## src/rtl/link_align_ctrl.sv

```systemverilog
module link_align_ctrl #(
  parameter int W = 6,
  parameter int NTAPS = 32,
  parameter int STABLE_CNT = 4096,
  parameter int SETTLE = 3,
  parameter int NSLIP = 6,
  parameter logic [W-1:0] TRAIN = 6'b100110
) (
  input  logic         clk,
  input  logic         rst_n,
  input  logic         start,
  input  logic [W-1:0] rx_word,
  output logic         dly_rst,
  output logic         dly_inc,
  output logic         bit_slip,
  output logic         done,
  output logic         err
);
  localparam int TW = $clog2(NTAPS);
  localparam int CW = $clog2(STABLE_CNT);
  localparam int WW = $clog2(SETTLE + 1);
  localparam int SW = $clog2(NSLIP);

  typedef enum logic [3:0] {
    S_IDLE, S_SETTLE, S_MEAS, S_PICK, S_MOVE, S_SWAIT, S_CHECK, S_DONE, S_ERR
  } state_t;

  state_t        state;
  logic [W-1:0]  prev_word;
  logic [TW-1:0] tap, best_start, pick_tap, run_first;
  logic [TW:0]   run_len, best_len, new_run;
  logic [CW-1:0] cnt;
  logic [WW-1:0] wcnt;
  logic [SW-1:0] slip_n;
  logic          same, tap_last, meas_end, settle_end;

  assign same       = rx_word == prev_word;
  assign tap_last   = tap == TW'(NTAPS - 1);
  assign new_run    = run_len + 1'b1;
  assign run_first  = TW'({1'b0, tap} + 1'b1 - new_run);
  assign pick_tap   = TW'({1'b0, best_start} + ((best_len - 1'b1) >> 1));
  assign meas_end   = !same || cnt == CW'(STABLE_CNT - 1);
  assign settle_end = wcnt == WW'(SETTLE - 1);

  always_ff @(posedge clk) begin
    if (!rst_n) begin
      state      <= S_IDLE;
      prev_word  <= '0;
      tap        <= '0;
      best_start <= '0;
      run_len    <= '0;
      best_len   <= '0;
      cnt        <= '0;
      wcnt       <= '0;
      slip_n     <= '0;
      dly_rst    <= 1'b0;
      dly_inc    <= 1'b0;
      bit_slip   <= 1'b0;
      done       <= 1'b0;
      err        <= 1'b0;
    end else begin
      dly_rst   <= 1'b0;
      dly_inc   <= 1'b0;
      bit_slip  <= 1'b0;
      prev_word <= rx_word;
      if (start) begin
        dly_rst    <= 1'b1;
        done       <= 1'b0;
        err        <= 1'b0;
        tap        <= '0;
        run_len    <= '0;
        best_len   <= '0;
        best_start <= '0;
        wcnt       <= '0;
        state      <= S_SETTLE;
      end else begin
        case (state)
          S_SETTLE: begin
            cnt <= '0;
            if (settle_end) state <= S_MEAS;
            else wcnt <= wcnt + 1'b1;
          end
          S_MEAS: begin
            if (meas_end) begin
              if (same) begin
                run_len <= new_run;
                if (new_run > best_len) begin
                  best_len   <= new_run;
                  best_start <= run_first;
                end
              end else begin
                run_len <= '0;
              end
              wcnt <= '0;
              if (tap_last) begin
                state <= S_PICK;
              end else begin
                dly_inc <= 1'b1;
                tap     <= tap + 1'b1;
                state   <= S_SETTLE;
              end
            end else begin
              cnt <= cnt + 1'b1;
            end
          end
          S_PICK: begin
            if (best_len == '0) begin
              err   <= 1'b1;
              state <= S_ERR;
            end else begin
              dly_rst <= 1'b1;
              tap     <= '0;
              state   <= S_MOVE;
            end
          end
          S_MOVE: begin
            if (tap == pick_tap) begin
              wcnt   <= '0;
              slip_n <= '0;
              state  <= S_SWAIT;
            end else begin
              dly_inc <= 1'b1;
              tap     <= tap + 1'b1;
            end
          end
          S_SWAIT: begin
            if (settle_end) state <= S_CHECK;
            else wcnt <= wcnt + 1'b1;
          end
          S_CHECK: begin
            if (rx_word == TRAIN) begin
              done  <= 1'b1;
              state <= S_DONE;
            end else if (slip_n == SW'(NSLIP - 1)) begin
              err   <= 1'b1;
              state <= S_ERR;
            end else begin
              bit_slip <= 1'b1;
              slip_n   <= slip_n + 1'b1;
              wcnt     <= '0;
              state    <= S_SWAIT;
            end
          end
          default: ;
        endcase
      end
    end
  end
endmodule


```

## config.mk

```make
export PLATFORM = sky130hd
export DESIGN_NAME = link_align_ctrl
export DESIGN_NICKNAME = d
export VERILOG_FILES = /design/src/rtl/link_align_ctrl.sv
export SDC_FILE = /design/constraint.sdc
export NUM_CORES = 1
export LEC_CHECK = 0
export BUFFER_PORTS_ARGS = -buffer_cell sky130_fd_sc_hd__buf_2
export CAP_MARGIN = 20
export CELL_PAD_IN_SITES_DETAIL_PLACEMENT = 0
export CELL_PAD_IN_SITES_GLOBAL_PLACEMENT = 1
export CORE_MARGIN = 4
export CORE_UTILIZATION = 52
export DETAILED_ROUTE_END_ITERATION = 6
export PLACE_DENSITY = 0.84
export SETUP_SLACK_MARGIN = 0.02
export SYNTH_ARGS = -nofsm -noshare
export SYNTH_HDL_FRONTEND = slang
export SYNTH_SLANG_ARGS = --single-unit
```

## constraint.sdc

```tcl
create_clock -name clk -period 6 [get_ports clk]
set_input_delay 1.2 -clock clk [delete_from_list [all_inputs] [get_ports clk]]
set_output_delay 1.2 -clock clk [all_outputs]
set_load 0.01 [all_outputs]
```

==> impl_metrics.py <==
metrics = {
    "clock_network": {
        "clock_sinks": 54,
        "cts_made_buffers": 5,
        "cts_root_buf": "clkbuf_8",
        "cts_max_path_buffers": 2,
        "cts_tree": "yes",
        "clkTransAtPathRegs_ps": 100,
        "postCtsSetupBuffers": 0,
        "clk_latency_ps": 310,
        "cts_resized": 0,
        "cts.htree.levels": 2,
        "hold_buffers": 0,
    },
    "pwr": {
        "peakVddDrop_v": 0.0000966,
        "p_total_w": 0.000619,
        "pwr-share-comb_pct": 5.3,
        "p_sw_w": 0.000159,
        "pwr-share-clk_pct": 35.8,
        "pwr-share-seq_pct": 58.9,
        "internal_power_w": 0.000460,
        "cellPowerDensity_nw_per_um2": 174,
        "cellLeakagePower_nw": 1.38,
        "swShare_pct": 25.7,
    },
    "synth": {
        "ys_seq_area_share_pct": 32.0,
        "netlist.area_leader.share_pct": 32.0,
        "ys.flop_type": "dfxtp_1",
        "ys_ff_latch": 54,
        "synthArstFlopShare_pct": 0,
        "synth_common_cells": "dfxtp_1, nor2_1, nand2_1",
        "yosys.area.top_type": "dfxtp_1",
        "synth_area_leaders": "dfxtp_1, ha_1, mux2i_1",
        "synth_most_common_cell": "dfxtp_1",
        "synth-edff-count": 0,
        "synth_nets": 415,
        "yosys_warnings": 0,
        "syn_area_per_cell_um2": 8.92,
        "synth_cell_types": 63,
        "netlist_instances": 379,
        "synthesis.area_um2": 3380,
    },
    "sta": {
        "setup_tns_ps": 0,
        "finalCritPeriodShare_pct": 49.9,
        "worst_slack_ps": 3010,
        "maxSlewViolCount": 0,
        "rsz0062_at_grt": "no",
        "tightest_slew_ps": 808,
        "fmax_ghz": 0.334,
        "setup_viol": 0,
        "min_period_ps": 2990,
        "skew_ps": 8.39,
        "finalHoldViolCount": 0,
        "slew_headroom_pct": 45.8,
    },
    "critical_path": {
        "crit_end": "wcnt[0]",
        "start_kind": "flip-flop",
        "r2r_end": "wcnt[0]",
        "path_cells": "inv_1 -> ha_1 -> or3b_1 -> xnor2_1 -> ha_1 -> xor2_1 -> and3_1 -> nor3_1 -> nand3_1 -> a21oi_1 -> mux2i_1",
        "startpoint": "best_len[1]",
        "slowest_stage": "or3b_1",
        "r2r_start": "best_len[1]",
        "crit_type": "reg -> reg",
        "end_kind": "flip-flop",
        "ff2ff_setup_slack_ps": 3010,
        "required_ps": 6250,
        "critical_path_arrival_ps": 3240,
        "crit_top_cell": "ha_1",
        "max_stage_delay_ps": 430,
        "cp_max_fo": 4,
        "r2r_cells": 11,
    },
    "die": {
        "ios": 14,
        "core_um2": 6310,
        "die_w_um": 88.6,
        "rows": 29,
        "dieArea_um2": 7860,
        "chipHeight_um": 88.6,
        "start_util_pct": 53.5,
    },
    "global_routing": {
        "grt_max_degree": 24,
        "grt_pass1_vias": 2389,
        "track_usage_pct": 18.7,
        "grt_pass1_wl_mm": 11.4,
        "grt-ovfl-total": 0,
        "antenna_found_initial": 0,
    },
    "detailed_routing": {
        "drc": 0,
        "wl_mm": 6.83,
        "final_antenna_net_count": 0,
        "first_pass_iters": 4,
        "avgViaCountPerCell": 5.55,
        "initialDrtViolationCount": 80,
        "via_count": 2584,
        "post_drt_wl_per_cell_um": 14.6,
    },
    "finish": {
        "fin_cells": 466,
        "nets": 424,
        "layout-drive-gt1-share_pct": 11.1,
        "fillers": 597,
        "syn_to_final_growth_pct": 5.51,
        "antenna_cells": 0,
    },
    "placement": {
        "dp_slack_ps": 2890,
        "dpl.hpwl_mm": 5.07,
        "dp.cells": 458,
        "port_buffers": 13,
        "gp_congestion": 0.834,
    },
    "flow_run": {
        "maxCapViolations": 0,
    },
    "min_path": {
        "hold_path_class": "reg -> reg",
    },
    "run_status": {
        "outcome": "finished, final reports clean",
    },
}
routing by layer:
| metal | wire length [um] | share of wire (%) | vias up | GRT usage (%) |
|---|---|---|---|---|
| met2 | 3080 | 45 | 42 | 28.5 |
| met1 | 3440 | 50 | 1189 | 27.1 |
| li1 | - | - | 1345 | - |
| met3 | 198 | 2.9 | 8 | 2.79 |
| met4 | 106 | 1.6 | 0 | 5.77 |
| met5 | 0 | 0 | - | 0 |
cells by family after synthesis:
| logic type | share of synthesized area (%) |
|---|---|
| compound gates | 11.0 |
| xor+xnor | 9.36 |
| fa+ha+maj | 10.4 |
| buf+inv | 4.63 |
| flops | 32.0 |
| mux | 6.51 |
| simple gates | 26.1 |
worst min-delay path by stage:
stage,start,endpoint,cells past startpoint
global route,wcnt[0],wcnt[0],2
CTS,wcnt[0],wcnt[0],2
global placement,err,err,2
detailed placement,wcnt[0],wcnt[0],2
floorplan,wcnt[0],wcnt[0],2
finish,wcnt[0],wcnt[0],2
power groups by stage:
| stage | Combinational (W) | Clock, W | Sequential [W] |
|---|---|---|---|
| floorplan | 0.0000250 | 0 | 0.000371 |
| global placement | 0.0000326 | 0 | 0.000372 |
| detailed placement | 0.0000328 | 0 | 0.000372 |
| CTS | 0.0000330 | 0.000226 | 0.000364 |
| global route | 0.0000361 | 0.000246 | 0.000365 |
| finish | 0.0000328 | 0.000222 | 0.000364 |
state kept, by name, indices dropped and copies added, names as in the netlist:
| register | count |
|---|---|
| slip_n | 3 |
| best_start | 5 |
| dly_inc | 1 |
| err | 1 |
| state | 4 |
| wcnt | 2 |
| run_len | 6 |
| done | 1 |
| cnt | 12 |
| bit_slip | 1 |
| prev_word | 6 |
| dly_rst | 1 |
| best_len | 6 |
| tap | 5 |
placed cells by master (no fill, tap or decap), types with 2 or more instances in the layout:
cell type  Yosys  routed
a22oi_1        4       4
a31oi_1        2       2
or3_1          3       3
o21ai_0        6       6
nand2b_1       5       5
nand3_1       16      16
nor2b_1        5       5
nor2_1        40      40
xor2_1        13      13
and3_4         2       2
buf_2          2      13
a21o_1         2       2
nand3b_1       5       5
o21a_1         3       3
o21ai_1        2       2
nand4_1       11      11
and4bb_2       2       2
dfxtp_1       54      54
and4_4         2       2
and2_1        11      11
nor3_1         4       4
nand2_1       30      30
fa_1           2       2
xnor2_1       18      18
ha_1          25      25
inv_6          0       2
inv_1         21      21
nor4_1         3       3
a21oi_1       15      15
and3_1         8       8
clkbuf_8       1       5
o22ai_1        2       2
xnor3_1        2       2
and4_1         2       2
mux2i_1       22      22
critical path, delay by kind of cell (launching register included):
family | cells | cell delay [ps]
compound gates | 1 | 320
xor+xnor | 2 | 320
fa+ha+maj | 2 | 490
buf+inv | 1 | 110
flops | 1 | 350
mux | 1 | 220
simple gates | 4 | 1140
stage by stage:
stage	instance area (um2)	utilization, %	hold WS [ps]
2_1_floorplan	3380	-	435
3_3_place_gp	3470	55.0	447
3_5_place_dp	3470	55.0	454
4_1_cts	3570	56.5	470
5_1_grt	3570	56.5	495
6_report	3570	56.5	467
final cells by class:
| cell class | count | area, um2 | area share (%) |
|---|---|---|---|
| multi-input cells | 292 | 2140 | 60.1 |
| flip-flops and latches | 54 | 1080 | 30.3 |
| well taps | 77 | 96.3 | 2.70 |
| inverters | 21 | 78.8 | 2.21 |
| repair buffers | 14 | 72.6 | 2.03 |
| clock buffers | 5 | 68.8 | 1.93 |
| clock inverters | 3 | 26.3 | 0.737 |
No activity file was read; power rests on OpenSTA's default activity.
